### src/rtl/wbx_pkg.sv
// Shared types and code constants for the writeback exception controller.
// Assumes a 16-bit PC and a 7-bit code split as a 3-bit class and a 4-bit type.
package wbx_pkg;
    localparam int PC_W   = 16;
    localparam int CLS_W  = 3;
    localparam int TYP_W  = 4;
    localparam int CODE_W = CLS_W + TYP_W;
    localparam int NSTG   = 4;

    localparam logic [CLS_W-1:0]  CLS_RFE    = 3'b011;
    localparam logic [CLS_W-1:0]  CLS_TRAP   = 3'b111;
    localparam logic [CODE_W-1:0] CODE_HALT  = 7'h02;
    localparam logic [CODE_W-1:0] CODE_UMISS = 7'h51;
    localparam logic [CODE_W-1:0] CODE_KMISS = 7'h52;

    // One pipeline register's control content
    typedef struct packed {
        logic              valid;
        logic              ifx;
        logic [CODE_W-1:0] code;
        logic [PC_W-1:0]   pc;
    } slot_t;

    // TLB-miss code chosen by the current privilege mode
    function automatic logic [CODE_W-1:0] miss_code(input logic km);
        return km ? CODE_KMISS : CODE_UMISS;
    endfunction
endpackage

### src/rtl/wbx_stage.sv
// One pipeline register with code merging.
// It forwards an existing code untouched. It takes raise_code only when the
// incoming instruction is valid and carries code 0. MARK_IFX tags codes that
// originate in this stage as fetch-side. flush clears the register.
module wbx_stage
    import wbx_pkg::*;
#(
    parameter bit MARK_IFX = 1'b0
) (
    input  logic              clk,
    input  logic              rst_n,
    input  logic              flush,
    input  slot_t             d,
    input  logic              raise_en,
    input  logic [CODE_W-1:0] raise_code,
    output slot_t             q
);
    slot_t nxt;

    // merge: oldest code wins, new code only onto a clean instruction
    always_comb begin
        nxt = d;
        if (d.valid && (d.code == '0) && raise_en) begin
            nxt.code = raise_code;
            nxt.ifx  = MARK_IFX;
        end
    end

    // register with synchronous reset and flush
    always_ff @(posedge clk) begin
        if (!rst_n)     q <= '0;
        else if (flush) q <= '0;
        else            q <= nxt;
    end
endmodule

### src/rtl/wbx_commit.sv
// Writeback decision logic, purely combinational.
// It classifies the writeback code and selects the next fetch PC and the
// saved PC. Assumes the vector word for the writeback code is already valid.
module wbx_commit
    import wbx_pkg::*;
(
    input  slot_t           wb,
    input  logic            halted,
    input  logic [PC_W-1:0] pc_cur,
    input  logic [PC_W-1:0] vec_word,
    input  logic [PC_W-1:0] rfe_target,
    output logic            take,
    output logic            is_vec,
    output logic            is_rfe,
    output logic            is_halt,
    output logic [PC_W-1:0] pc_next,
    output logic [PC_W-1:0] epc_val
);
    logic [CLS_W-1:0] cls;

    // classify the writeback code
    always_comb begin
        cls     = wb.code[CODE_W-1 -: CLS_W];
        take    = wb.valid && (wb.code != '0);
        is_vec  = take && cls[CLS_W-1];
        is_rfe  = take && (cls == CLS_RFE);
        is_halt = take && (wb.code == CODE_HALT);
    end

    // next fetch PC: hold when halted, else redirect on a taken code
    always_comb begin
        if (halted || is_halt) pc_next = pc_cur;
        else if (is_vec)       pc_next = vec_word;
        else if (is_rfe)       pc_next = rfe_target;
        else if (take)         pc_next = wb.pc + 1'b1;
        else                   pc_next = pc_cur + 1'b1;
    end

    // return PC: traps resume past the instruction, others retry it
    always_comb begin
        epc_val = (cls == CLS_TRAP) ? wb.pc + 1'b1 : wb.pc;
    end
endmodule

### src/rtl/wbx_ctrl.sv
// Top of the writeback precise exception controller.
// It owns the fetch PC, the saved return PC and the halted flag, and it
// instantiates the four pipeline control registers and the commit logic.
// Assumes no stalls: every valid instruction moves one stage per cycle.
module wbx_ctrl
    import wbx_pkg::*;
(
    input  logic              clk,
    input  logic              rst_n,
    input  logic              kmode_i,
    input  logic              fe_miss_i,
    input  logic [CODE_W-1:0] id_code_i,
    input  logic [CODE_W-1:0] ex_code_i,
    input  logic              mem_store_i,
    input  logic              mem_miss_i,
    input  logic [PC_W-1:0]   vec_word_i,
    input  logic [PC_W-1:0]   rfe_target_i,
    output logic [PC_W-1:0]   pc_o,
    output logic [CODE_W-1:0] vec_addr_o,
    output logic              squash_o,
    output logic              st_en_o,
    output logic [PC_W-1:0]   epc_o,
    output logic              kpush_o,
    output logic              kpop_o,
    output logic              halted_o,
    output logic              wb_valid_o,
    output logic [CODE_W-1:0] wb_code_o,
    output logic [PC_W-1:0]   wb_pc_o,
    output logic              wb_ifx_o
);
    localparam int WB  = NSTG - 1;
    localparam int MEM = NSTG - 2;

    logic [PC_W-1:0]   pc_q, epc_q, pc_next, epc_val;
    logic              halted_q, take, is_vec, is_rfe, is_halt;
    slot_t             s_in [NSTG];
    slot_t             s_q  [NSTG];
    logic              raise_en [NSTG];
    logic [CODE_W-1:0] raise_cd [NSTG];

    // per-stage exception sources: fetch miss, decode, execute, data miss
    assign raise_en[0] = fe_miss_i;
    assign raise_cd[0] = miss_code(kmode_i);
    assign raise_en[1] = (id_code_i != '0);
    assign raise_cd[1] = id_code_i;
    assign raise_en[2] = (ex_code_i != '0);
    assign raise_cd[2] = ex_code_i;
    assign raise_en[3] = mem_miss_i;
    assign raise_cd[3] = miss_code(kmode_i);

    // chain of pipeline control registers
    for (genvar i = 0; i < NSTG; i++) begin : g_stage
        if (i == 0) begin : g_head
            assign s_in[i] = '{valid: !halted_q, ifx: 1'b0,
                               code: '0, pc: pc_q};
        end else begin : g_link
            assign s_in[i] = s_q[i-1];
        end
        wbx_stage #(.MARK_IFX(i == 0)) u_stg (
            .clk        (clk),
            .rst_n      (rst_n),
            .flush      (take),
            .d          (s_in[i]),
            .raise_en   (raise_en[i]),
            .raise_code (raise_cd[i]),
            .q          (s_q[i])
        );
    end

    wbx_commit u_commit (
        .wb         (s_q[WB]),
        .halted     (halted_q),
        .pc_cur     (pc_q),
        .vec_word   (vec_word_i),
        .rfe_target (rfe_target_i),
        .take       (take),
        .is_vec     (is_vec),
        .is_rfe     (is_rfe),
        .is_halt    (is_halt),
        .pc_next    (pc_next),
        .epc_val    (epc_val)
    );

    // fetch PC, saved PC and halted flag
    always_ff @(posedge clk) begin
        if (!rst_n) begin
            pc_q     <= '0;
            epc_q    <= '0;
            halted_q <= 1'b0;
        end else begin
            pc_q <= pc_next;
            if (is_vec)  epc_q    <= epc_val;
            if (is_halt) halted_q <= 1'b1;
        end
    end

    // store gate: only a clean, unmissed, unsquashed memory-stage instruction
    assign st_en_o = mem_store_i && s_q[MEM].valid && (s_q[MEM].code == '0)
                     && !mem_miss_i && !take;

    assign pc_o       = pc_q;
    assign epc_o      = epc_q;
    assign halted_o   = halted_q;
    assign squash_o   = take;
    assign kpush_o    = is_vec;
    assign kpop_o     = is_rfe;
    assign vec_addr_o = s_q[WB].code;
    assign wb_valid_o = s_q[WB].valid;
    assign wb_code_o  = s_q[WB].code;
    assign wb_pc_o    = s_q[WB].pc;
    assign wb_ifx_o   = s_q[WB].ifx;
endmodule

### config.mk
export PLATFORM = sky130hd
export DESIGN_NAME = wbx_ctrl
export DESIGN_NICKNAME = d
export VERILOG_FILES = /design/src/rtl/wbx_pkg.sv /design/src/rtl/wbx_stage.sv /design/src/rtl/wbx_commit.sv /design/src/rtl/wbx_ctrl.sv
export SDC_FILE = /design/constraint.sdc
export NUM_CORES = 1
export LEC_CHECK = 0
export ABC_AREA = 1
export ABC_CLOCK_PERIOD_IN_PS = 2000
export BUFFER_PORTS_ARGS = -buffer_cell sky130_fd_sc_hd__buf_2
export CAP_MARGIN = 40
export CORE_MARGIN = 4
export CORE_UTILIZATION = 35
export DETAILED_ROUTE_END_ITERATION = 7
export SKIP_CTS_REPAIR_TIMING = 1
export SLEW_MARGIN = 20
export SYNTH_ARGS = -nofsm -noshare
export SYNTH_HDL_FRONTEND = slang
export SYNTH_SLANG_ARGS = --single-unit
### constraint.sdc
create_clock -name clk -period 2 [get_ports clk]
set_input_delay 0.2 -clock clk [delete_from_list [all_inputs] [get_ports clk]]
set_output_delay 0.2 -clock clk [all_outputs]
set_load 0.02 [all_outputs]
## Word-level counts from Yosys, hierarchy flattened

Index checks and enable logic that the tools add are counted.

| storage, ports and cells | value |
|---|---|
| bits in registers | 133 |
| bits in latches | 0 |
| bits in writable memories | 0 |
| memory bits (read-only) | 0 |
| input port bits | 52 |
| output and inout bits | 69 |
| logic and storage cells | 65 |
| memories kept | 0 |

| cells by class | value |
|---|---|
| add/sub/neg operators | 2 |
| multiply operators | 0 |
| div/mod/pow operators | 0 |
| order comparisons | 0 |
| equal/unequal tests | 3 |
| shift-type cells | 0 |
| multiplexer cells | 9 |
| bitwise operators | 2 |
| reduce and logical (&&, ||, !) cells | 30 |

Operators with widths:

| operator | count |
|---|---|
| $mux W16 | 4 |
| $add A16 B1 Y16 const B | 2 |
| $logic_not A7 Y1 | 3 |
| $mux W7 | 3 |
| $reduce_bool A7 Y1 | 3 |
| $logic_and A1 B1 Y1 | 15 |
| $reduce_or A3 Y1 | 4 |
| $mux W8 | 1 |
| $eq A7 B2 Y1 const B | 1 |
| $eq A3 B2 Y1 const B | 1 |
| $eq A3 B3 Y1 const B | 1 |
| $logic_not A1 Y1 | 3 |
| $mux W2 | 1 |
| $not A1 Y1 | 2 |
| $reduce_or A2 Y1 | 1 |
| $logic_or A1 B1 Y1 | 1 |

## Logic depth before layout (Yosys ltp)

Gate-level depths: netlist of the first run.

| logic depth | value |
|---|---|
| word-level depth | 5 |
| depth in mapped cells | 12 |
| depth with buffers taken out | 12 |

## Modules after synthesis

From an unflattened synthesis of the first run, not the netlist that was laid out.

| unflattened totals | value |
|---|---|
| cell total of the unflattened synthesis | 961 |
| area, all modules | 6467.5 um2 |

Modules (own cells, without submodules):

| module | times used | cells an instance | area each (um2) | seq. area each (um2) |
|---|---|---|---|---|
| wbx_stage at g_stage[1].u_stg ... | 3 | 109 | 874.6 | 500.5 |
| wbx_commit | 1 | 360 | 1680.4 | 0.0 |
| wbx_ctrl | 1 | 172 | 1312.5 | 660.6 |
| wbx_stage at g_stage[0].u_stg | 1 | 102 | 850.8 | 500.5 |

## Worst setup path after synthesis of the first run

OpenSTA, ideal clock, no wires.

| timing path | value |
|---|---|
| kind | flip-flop to output port |
| from | register g_stage[3].u_stg.q[19] (netlist name) |
| to | output st_en_o |
| arrival time | 1.614 ns |
| slack | 0.186 ns |
| stages on the path, launching flop included | 7 |
| path buffers | 1 |
| cell sequence | dfxtp_1 nor2_1 nand3_1 nor2_4 nor2_8 buf_2 nor3_1 |

| between the ends | value |
|---|---|
| longest elaborated chain between the ends | 4 |

Ends and longest elaborated chain:

| element | RTL line | text |
|---|---|---|
| start: declaration | wbx_stage.sv:16 | `output slot_t q` |
| start signal: assignment | wbx_stage.sv:33 | `else q <= nxt;` |
| $reduce_bool A7 Y1 | wbx_commit.sv:24 | `take = wb.valid && (wb.code != '0);` |
| $logic_and A1 B1 Y1 | wbx_commit.sv:24 |  |
| via squash_o | wbx_ctrl.sv:20 | `output logic squash_o,` |
| $logic_not A1 Y1 | wbx_ctrl.sv:99 | `&& !mem_miss_i && !take;` |
| $logic_and A1 B1 Y1 | wbx_ctrl.sv:99 |  |
| end: declaration | wbx_ctrl.sv:21 | `output logic st_en_o,` |

The timed path passes the listed nets, and every way through them passes these cells.

## Worst setup path in the final report of the first run

| timing path | value |
|---|---|
| from | register g_stage[3].u_stg.q[21] (netlist name) |
| to | output kpush_o |

| between the ends | value |
|---|---|
| longest elaborated chain between the ends | 3 |

Ends and longest elaborated chain:

| element | RTL line | text |
|---|---|---|
| $reduce_bool A7 Y1 | wbx_commit.sv:24 |  |
| $logic_and A1 B1 Y1 | wbx_commit.sv:24 |  |
| $logic_and A1 B1 Y1 | wbx_commit.sv:25 | `is_vec = take && cls[CLS_W-1];` |
| end: declaration | wbx_ctrl.sv:23 | `output logic kpush_o,` |

No other way between the ends.

==> results of run 1 <==
-- power groups by stage --
stage          logic [mW]  registers, mW  clock network [mW]
2_1_floorplan       0.226           2.72                   0
3_3_place_gp        0.362           2.72                   0
3_5_place_dp        0.363           2.72                   0
4_1_cts             0.366           2.67                3.09
5_1_grt             0.414           2.68                3.23
6_report            0.375           2.67                3.04
-- logic make-up (layout without fill, tap and decap cells) --
| family | Yosys count | after routing | synth area share, % |
|---|---|---|---|
| and+or+nand+nor | 362 | 362 | 27.7 |
| AOI/OAI and AO/OA | 91 | 91 | 8.87 |
| buffers and inverters | 167 | 297 | 13.6 |
| DFF | 129 | 129 | 46.9 |
| xor gates and xnor gates | 15 | 15 | 2.39 |
| adders and majority gates | 2 | 2 | 0.455 |
-- cell usage in the layout, fill, tap and decap left out, types with 2 or more instances in the layout --
cell type,count
sky130_fd_sc_hd__inv_1,116
sky130_fd_sc_hd__nand4_1,9
sky130_fd_sc_hd__o21ai_0,48
sky130_fd_sc_hd__ha_1,2
sky130_fd_sc_hd__inv_2,2
sky130_fd_sc_hd__a21oi_1,29
sky130_fd_sc_hd__bufinv_16,2
sky130_fd_sc_hd__xnor2_1,4
sky130_fd_sc_hd__buf_4,21
sky130_fd_sc_hd__and3_1,2
sky130_fd_sc_hd__buf_2,118
sky130_fd_sc_hd__dfxtp_1,126
sky130_fd_sc_hd__buf_12,3
sky130_fd_sc_hd__xor2_1,11
sky130_fd_sc_hd__nor3_1,6
sky130_fd_sc_hd__inv_6,2
sky130_fd_sc_hd__nand2_1,134
sky130_fd_sc_hd__clkbuf_1,5
sky130_fd_sc_hd__nor2_1,146
sky130_fd_sc_hd__clkbuf_8,5
sky130_fd_sc_hd__clkbuf_16,18
sky130_fd_sc_hd__nor4_1,5
sky130_fd_sc_hd__o211ai_1,10
sky130_fd_sc_hd__nand3_1,48
sky130_fd_sc_hd__nor2_4,3
sky130_fd_sc_hd__nand2_8,2
sky130_fd_sc_hd__dfxtp_2,3
sky130_fd_sc_hd__nand3b_1,2
-- sequential cells by signal, indices dropped and copies added, names as in the netlist --
| signal | flops |
|---|---|
| g_stage.u_stg.q | 96 |
| epc_o | 16 |
| pc_o | 16 |
| halted_o | 1 |
-- final cells by class --
class                           instances  share of cell area [%]
Timing Repair Buffer                  145                    12.3
Tap cell                              211                    3.79
Sequential cell                       129                    37.2
Clock buffer                           27                    7.37
Inverter                              121                    6.67
Multi-Input combinational cell        470                    31.7
Clock inverter                          4                    1.04
-- routing by layer --
metal / global-route usage, % / vias up / wire length [um]
met1: 21.5 / 2206 / 7030
met3: 4.72 / 27 / 824
met4: 7.09 / 0 / 372
met5: 0 / - / 0
li1: - / 2590 / -
met2: 27.2 / 141 / 6980
-- stage by stage --
stage / utilization [%] / cells / TNS [ps]
floorplan: - / 766 / 0
global placement: 40.6 / 1066 / 0
detailed placement: 40.6 / 1066 / 0
CTS: 44.4 / 1097 / -228
global route: 45.4 / 1107 / -3.44
finish: 45.4 / 1107 / 0
-- worst register-to-register path, delay by kind of cell, from the launching register on --
kind | cells | cell delay (ps)
buffers and inverters | 4 | 790
DFF | 1 | 370
and+or+nand+nor | 6 | 500
-- final timing paths --
kind | end | slack (ps) | depth (start not counted)
setup / recovery | kpush_o | 80 | 8
hold / removal | g_stage[1].u_stg.q[21] | 10 | 3
setup reg to reg | g_stage[0].u_stg.q[14] | 240 | 10
hold reg to reg | g_stage[2].u_stg.q[7] | 400 | 2
==> results.md, run 1 <==
- **DR iter-0 viols** 442
- **routability-driven placement congestion ratio** 0.905
- **worst IR drop on VDD** 0.000625 V
- **launch point of the worst reg-to-reg path** g_stage[3].u_stg.q[21]
- **horizontal die dimension** 133 um
- **category of the critical setup timing path** register to output pin
- **pre-CTS worst setup slack** 280 ps
- **outcome** completed
- **net switching power** 1.32 mW
- **period utilization** 96.0%
- **top cell types by occurrence after synthesis** sky130_fd_sc_hd__nor2_1, sky130_fd_sc_hd__nand2_1, sky130_fd_sc_hd__dfxtp_1, sky130_fd_sc_hd__inv_1, sky130_fd_sc_hd__nand3_1
- **largest driver fanout on the critical path** 17
- **switching power share of the total** 21.7%
- **dominant synthesized flop cell** sky130_fd_sc_hd__dfxtp_1
- **Mapped Avg Cell Area** 7.18 um^2
- **overall power** 6.09 mW
- **crit path DAT** 1720 ps
- **maximum number of pins on one net before global-route repair** 35
- **Die Height** 133 um
- **library cell with the largest summed area after synthesis** sky130_fd_sc_hd__dfxtp_1
- **clock slew seen by the registers of the worst setup and hold paths** 50 ps
- **cell chain of the critical path** nor2_2 -> nand2_2 -> nor2_4 -> nor2_8 -> nand2_8 -> inv_6 -> buf_12 -> buf_2
- **combinational cell fraction of total power** 6.2%
- **type of element capturing the critical path** output pin
- **number of vias in the routed layout** 4,964
- **starting utilization of the core area** 35.9%
- **actual slew at the worst max-slew pin** 469 ps
- **final instance area** 0.00696 mm^2
- **Max Transition Viols Final** 0
- **Max-Slew Margin vs Limit** 68.7%
- **layout cell share with drive strength beyond 1** 21.0%
- **library cell with the highest instance count after synthesis** sky130_fd_sc_hd__nor2_1
- **total length of routed wires** 15,200 um
- **Synth top area share** 46.9%
- **net count of the finished layout** 938
- **Max-cap violations** 0
- **count of port buffers added during placement** 120
- **number of antenna repair diodes** 0
- **cell leakage power** 3.15 nW
- **area of the die** 0.0178 mm^2
- **routed via count divided by cell count** 4.48
- **Root Driver** sky130_fd_sc_hd__clkbuf_16
- **total count of hold-check failures in the final report** 0
- **Startpoint Class** register
- **first-pass GRT wire length** 23,400 um
- **maximum root-to-sink buffer count** 2
- **cell count after synthesis** 766
- **number of global-route vias before repair** 4,525
- **number of buffer and inverter stages on the critical path** 3
- **post-synthesis cell type count** 32
- **area delta synth->final** 26.4%
- **most area-consuming cells after synthesis** sky130_fd_sc_hd__dfxtp_1, sky130_fd_sc_hd__nor2_1, sky130_fd_sc_hd__nand2_1, sky130_fd_sc_hd__inv_1, sky130_fd_sc_hd__nand3_1
- **cell row count** 45
- **H-tree depth** 4
- **standard cell core area** 0.0153 mm^2
- **timing startpoint of the critical path** g_stage[3].u_stg.q[21]
- **number of enable flip-flop cells after synthesis** 0
- **async set-reset flop share out of synthesis** 0%
- **final setup slack of the worst path** 79.5 ps
- **Seq/Total Area, Yosys** 46.9%
- **minimum period implied by the final worst setup slack** 1920 ps
- **clock sink count** 129
- **Slowest cell on crit path** sky130_fd_sc_hd__dfxtp_1
- **DRC** 0
- **area taken by multi-input logic gates** 0.00220 mm^2
- **number of nets with antenna violations after detailed routing** 0
- **average wire per cell in the routed design** 13.7 um
- **post-detailed-placement cell area** 0.00621 mm^2
- **required time reported for the critical path endpoint** 1800 ps
- **largest incremental delay on the critical path** 370 ps
- **FF+latch area** 0.00259 mm^2
- **number of antenna violations at the first check in global routing** 0
- **Clock Power Share** 50.0%
- **syn nets** 820
- **share of total power in sequential cells** 43.9%
- **HPWL after detailed placement** 11,500 um
- **tightest hold margin** 12.1 ps
- **# setup viols final** 0
- **power density of the placed cells** 875 mW/mm^2
- **global route overflow** 0
- **Max Clk Rate** 521 MHz
- **source of the worst hold timing path** id_code_i[5]
- **TritonCTS clock tree** done
- **internal power** 4.77 mW
- **GRT Overall Usage** 17.0%
- **TritonCTS Buffers** 17
- **detailed-router iteration count before antenna repair** 6
- **later-pin clock latency in the skew report** 420 ps
- **cell area after synthesis** 0.00550 mm^2
- **num ports** 121
- **number of fill cells in the layout** 1,562
- **Post-Route Skew** 6.24 ps
- **Yosys warning total** 0
- **worst min path class** input pin to register
- **Worst path top cell family by delay** simple AND/OR/NAND/NOR gates
- **post-synthesis register bit count** 129
(Power assumes the default switching activity.)
==> run 2: changes to the inputs <==
- ABC_CLOCK_PERIOD_IN_PS: 2000 -> 1600
- CORE_MARGIN: 4 -> 3
- GPL_ROUTABILITY_DRIVEN: not set -> 0
- clock period: 2 -> 1.6 ns (I/O delays scaled with it)
==> run 2 against run 1 <==
  * The run now ends with hold timing, setup timing left
  * Worst setup slack got worse by 300 ps
  * First-iteration DRC count decreased by 24%
  * Clock skew increased by 4.2 ps
  * Combinational power increased by 72%
  * Critical path depth decreased by 1
  * Via count increased by 5.6%
  * Cell area increased by 13%
  * Sequential power increased by 25%
  * Clock power increased by 21%
  * Die area decreased by 3.0%
  * Critical path type unchanged
  * Largest power group unchanged
==> results.md, run 2 (synthesis results as in run 1) <==
- **outcome** complete, but fails checks
- **failing checks** hold timing, setup timing
- **average wire per cell in the routed design** 13.5 um
- **Root Driver** sky130_fd_sc_hd__clkbuf_16
- **worst IR drop on VDD** 0.000735 V
- **standard cell core area** 0.0153 mm^2
- **pre-CTS worst setup slack** -103 ps
- **net switching power** 1.88 mW
- **horizontal die dimension** 131 um
- **crit path DAT** 1660 ps
- **category of the critical setup timing path** register to output pin
- **number of nets with antenna violations after detailed routing** 0
- **maximum number of pins on one net before global-route repair** 41
- **share of total power in sequential cells** 43.5%
- **commonest cells after routing, fill and taps aside** sky130_fd_sc_hd__nand2_1, sky130_fd_sc_hd__dfxtp_1, sky130_fd_sc_hd__buf_2
- **type of element capturing the critical path** output pin
- **Max-cap violations** 0
- **Max Clk Rate** 549 MHz
- **number of vias in the routed layout** 5,243
- **internal power** 5.77 mW
- **max FFs per register** 96
- **first-pass GRT wire length** 23,400 um
- **number of global-route vias before repair** 4,588
- **num ports** 121
- **cell leakage power** 3.51 nW
- **Min-Delay Path Depth** 3
- **clock sink count** 129
- **actual slew at the worst max-slew pin** 421 ps
- **area delta synth->final** 42.8%
- **largest driver fanout on the critical path** 5
- **Core Util, Final** 51.3%
- **final instance area** 0.00786 mm^2
- **TritonCTS Buffers** 17
- **HPWL after detailed placement** 11,400 um
- **GRT Overall Usage** 17.1%
- **post-detailed-placement cell area** 0.00655 mm^2
- **later-pin clock latency in the skew report** 420 ps
- **DRC** 0
- **commonest non-fill, non-tap cell in the layout** sky130_fd_sc_hd__nand2_1
- **total length of routed wires** 15,700 um
- **number of antenna repair diodes** 0
- **combinational cell fraction of total power** 8.4%
- **terminating pin of the worst hold path** g_stage[1].u_stg.q[19]
- **cell total after placement** 1,108
- **# setup viols final** 92
- **net count of the finished layout** 997
- **number of antenna violations at the first check in global routing** 0
- **Clock Power Share** 48.1%
- **launch point of the worst reg-to-reg path** g_stage[3].u_stg.q[18]
- **TritonCTS clock tree** done
- **area of the die** 0.0173 mm^2
- **minimum period implied by the final worst setup slack** 1820 ps
- **count of port buffers added during placement** 120
- **final setup slack of the worst path** -221 ps
- **layout cell share with drive strength beyond 1** 36.0%
- **Largest Register** g_stage.u_stg.q
- **tightest hold margin** -23.5 ps
- **R2R Path End** g_stage[2].u_stg.q[22]
- **Max-Slew Margin vs Limit** 71.6%
- **clock slew seen by the registers of the worst setup and hold paths** 60 ps
- **Die Height** 131 um
- **overall power** 7.66 mW
- **starting utilization of the core area** 35.9%
- **detailed-router iteration count before antenna repair** 5
- **global route overflow** 0
- **DR iter-0 viols** 338
- **worst reg2reg path depth** 10
- **H-tree depth** 4
- **Startpoint Class** register
- **Post-Route Skew** 10.5 ps
- **required time reported for the critical path endpoint** 1440 ps
- **maximum root-to-sink buffer count** 2
- **total negative setup slack** -4350 ps
- **worst min path class** input pin to register
- **power density of the placed cells** 974 mW/mm^2
- **switching power share of the total** 24.6%
- **period utilization** 114%
- **cell row count** 45
- **source of the worst hold timing path** id_code_i[3]
- **unrepaired setup endpoints after global routing** true
- **final instance count without filler cells** 1,167
- **Max Transition Viols Final** 0
- **slack of the worst reg-to-reg path** -80 ps
- **total count of hold-check failures in the final report** 2
- **routed via count divided by cell count** 4.49
-- run 2: layout make-up --
cell class / count / area [um^2]
Fill cell: 1480 / 7450
Multi-Input combinational cell: 470 / 2500
Clock buffer: 18 / 439
Sequential cell: 129 / 2590
Clock inverter: 14 / 130
Inverter: 121 / 474
Tap cell: 211 / 264
Timing Repair Buffer: 204 / 1450
-- run 2: routing by layer --
metal  GRT usage (%)  vias to the layer above  wire [um]
li1                -                     2705          -
met1            22.7                     2356       7180
met2            26.8                      154       7500
met3            4.21                       28        745
met4            6.77                        0        317
met5               0                        -          0
-- run 2: worst max path at each step --
stage | cells after the start | endpoint | start
after detailed placement | 9 | epc_o[2] | g_stage[3].u_stg.q[17]
after floorplan | 6 | st_en_o | g_stage[3].u_stg.q[19]
after global placement | 9 | epc_o[1] | g_stage[3].u_stg.q[17]
after CTS | 7 | kpush_o | g_stage[3].u_stg.q[17]
after global routing | 7 | st_en_o | g_stage[3].u_stg.q[18]
final | 7 | st_en_o | g_stage[3].u_stg.q[18]
-- run 2: power by group through the flow --
stage / logic (mW) / clock network, mW / registers [mW]
2_1_floorplan: 0.283 / 0 / 3.40
3_3_place_gp: 0.508 / 0 / 3.39
3_5_place_dp: 0.507 / 0 / 3.39
4_1_cts: 0.509 / 3.75 / 3.32
5_1_grt: 0.703 / 3.89 / 3.34
6_report: 0.644 / 3.68 / 3.33
-- run 2: critical path, stage by stage, from the launching register on --
cell                      delay (ps)
sky130_fd_sc_hd__dfxtp_2         330
sky130_fd_sc_hd__nor2_4          120
sky130_fd_sc_hd__nand3_2         130
sky130_fd_sc_hd__nor2_4          180
sky130_fd_sc_hd__nor2_8           70
sky130_fd_sc_hd__buf_6           120
sky130_fd_sc_hd__nor3_2          140
sky130_fd_sc_hd__buf_4           160
==> run 3: changes to the inputs <==
==> constraint.sdc (replaced) <==
create_clock -name clk -period 1.6 [get_ports clk]
set_input_delay 0.32 -clock clk [delete_from_list [all_inputs] [get_ports clk]]
set_output_delay 0.32 -clock clk [all_outputs]
set_load 0.02 [all_outputs]
==> run 3 against run 2 <==
  * The flow finishes with violations (setup timing)
  * Sequential power about the same
  * Final cell count down 1.7%
  * Core utilization down 1.8 points
  * Count of clock-buffer cells in the layout up 4
  * Total power up 4.3%
  * Non-clock buffer count down 19
  * Clock skew down 3.7 ps
==> results.md, run 3 (synthesis results as in run 1) <==
- **outcome** complete, but fails checks
- **failing checks** setup timing
- **cell leakage power** 3.47 nW
- **number of vias in the routed layout** 5,172
- **count of port buffers added during placement** 120
- **number of nets with antenna violations after detailed routing** 0
- **largest driver fanout on the critical path** 6
- **number of fill cells in the layout** 1,508
- **Slowest cell on crit path** sky130_fd_sc_hd__dfxtp_2
- **clock slew seen by the registers of the worst setup and hold paths** 50 ps
- **pre-CTS worst setup slack** -0.738 ps
- **final setup slack of the worst path** -264 ps
- **launch point of the worst reg-to-reg path** g_stage[3].u_stg.q[18]
- **# setup viols final** 13
- **minimum period implied by the final worst setup slack** 1860 ps
- **post-detailed-placement cell area** 0.00651 mm^2
- **Max Clk Rate** 536 MHz
- **crit path DAT** 1540 ps
- **wire length on met2** 7210 um
- **detailed-router iteration count before antenna repair** 5
- **power density of the placed cells** 1050 mW/mm^2
- **Core Util, Final** 49.5%
- **final instance area** 0.00758 mm^2
- **net count of the finished layout** 978
- **type of element capturing the critical path** output pin
- **number of global-route vias before repair** 4,677
- **worst min path class** input pin to register
- **layout cell share with drive strength beyond 1** 31.1%
- **required time reported for the critical path endpoint** 1280 ps
- **Post-Route Skew** 6.78 ps
- **Startpoint Class** register
- **area of the die** 0.0173 mm^2
- **period utilization** 117%
- **number of antenna repair diodes** 0
- **actual slew at the worst max-slew pin** 332 ps
- **area taken by multi-input logic gates** 0.00239 mm^2
- **horizontal die dimension** 131 um
- **standard cell core area** 0.0153 mm^2
- **final instance count without filler cells** 1,147
- **unrepaired setup endpoints after global routing** true
- **timing startpoint of the critical path** g_stage[3].u_stg.q[18]
- **TritonCTS Buffers** 17
- **Largest Register** g_stage.u_stg.q
- **Max-Slew Margin vs Limit** 77.7%
- **clock sink count** 129
- **total count of hold-check failures in the final report** 0
- **num ports** 121
- **number of antenna violations at the first check in global routing** 0
- **maximum root-to-sink buffer count** 2
- **commonest cells after routing, fill and taps aside** sky130_fd_sc_hd__nand2_1, sky130_fd_sc_hd__nor2_1, sky130_fd_sc_hd__buf_2
- **total length of routed wires** 15,300 um
- **Max-cap violations** 0
- **Max Transition Viols Final** 0
- **maximum number of pins on one net before global-route repair** 29
- **top metal layer carrying routed signals** met4
- **FF+latch area** 0.00261 mm^2
- **later-pin clock latency in the skew report** 420 ps
- **routed wl met3** 834 um
- **routed via count divided by cell count** 4.51
- **max FFs per register** 96
- **largest incremental delay on the critical path** 330 ps
- **cell total after placement** 1,096
- **DRC** 0
- **Root Driver** sky130_fd_sc_hd__clkbuf_16
- **TritonCTS clock tree** done
- **HPWL after detailed placement** 11,500 um
- **most used cell, CP** sky130_fd_sc_hd__nor2_4
- **worst IR drop on VDD** 0.000810 V
- **starting utilization of the core area** 35.9%
- **sum of routed wire segments on met1** 7040 um
- **commonest non-fill, non-tap cell in the layout** sky130_fd_sc_hd__nand2_1
- **Die Height** 131 um
- **GRT Overall Usage** 17.5%
- **DR iter-0 viols** 404
- **source of the worst hold timing path** kmode_i
- **cell row count** 45
- **overall power** 7.98 mW
- **first-pass GRT wire length** 24,200 um
- **global route overflow** 0
- **area delta synth->final** 37.8%
- **H-tree depth** 4
- **category of the critical setup timing path** register to output pin
- **cell chain of the critical path** nor2_4 -> nand3_4 -> nor2_4 -> nor2_8 -> nand2_4 -> clkinv_8 -> buf_6
- **average wire per cell in the routed design** 13.3 um
[run 3: report_power, final]
group / leakage [nW] / switching [mW] / total, mW / internal (mW)
Combinational: 2.11 / 0.313 / 0.536 / 0.222
Sequential: 1.05 / 0.0466 / 3.33 / 3.29
Clock: 0.306 / 1.39 / 4.11 / 2.72
Total: 3.47 / 1.75 / 7.98 / 6.23
[run 3: routing by layer]
layer / GRT usage, % / vias to the layer above
li1: - / 2673
met3: 4.63 / 18
met4: 5.02 / 0
met1: 23.1 / 2338
met5: 0 / -
met2: 28.3 / 143
[run 3: layout make-up]
| type | instances | share of cell area, % |
|---|---|---|
| multi-input combinational | 470 | 31.5 |
| inverter | 121 | 6.39 |
| timing repair buffer | 185 | 15.9 |
| clock buffer | 22 | 6.25 |
| sequential | 129 | 34.4 |
| clock inverter | 9 | 2.05 |
| tap | 211 | 3.48 |
[run 3: through the flow]
| step | hold slack, ps | setup TNS [ps] |
|---|---|---|
| 3_3_place_gp | 387 | 0 |
| 5_1_grt | 87.9 | -3420 |
| 2_1_floorplan | 386 | 0 |
| 4_1_cts | 64.7 | -1590 |
| 6_report | 74.1 | -1540 |
| 3_5_place_dp | 398 | -0.738 |
[run 3: path summary, 6_finish.rpt]
check	to	slack (ps)	cells past startpoint
max reg2reg	pc_o[14]	-160	13
min	g_stage[0].u_stg.q[16]	70	2
min reg2reg	g_stage[3].u_stg.q[1]	400	2
max	kpop_o	-260	7
[run 3: worst max-delay path: cells and delay by family, from the launching register on]
family	cells	cell delay (ps)
buf+inv	2	200
flops	1	330
simple gates	5	600
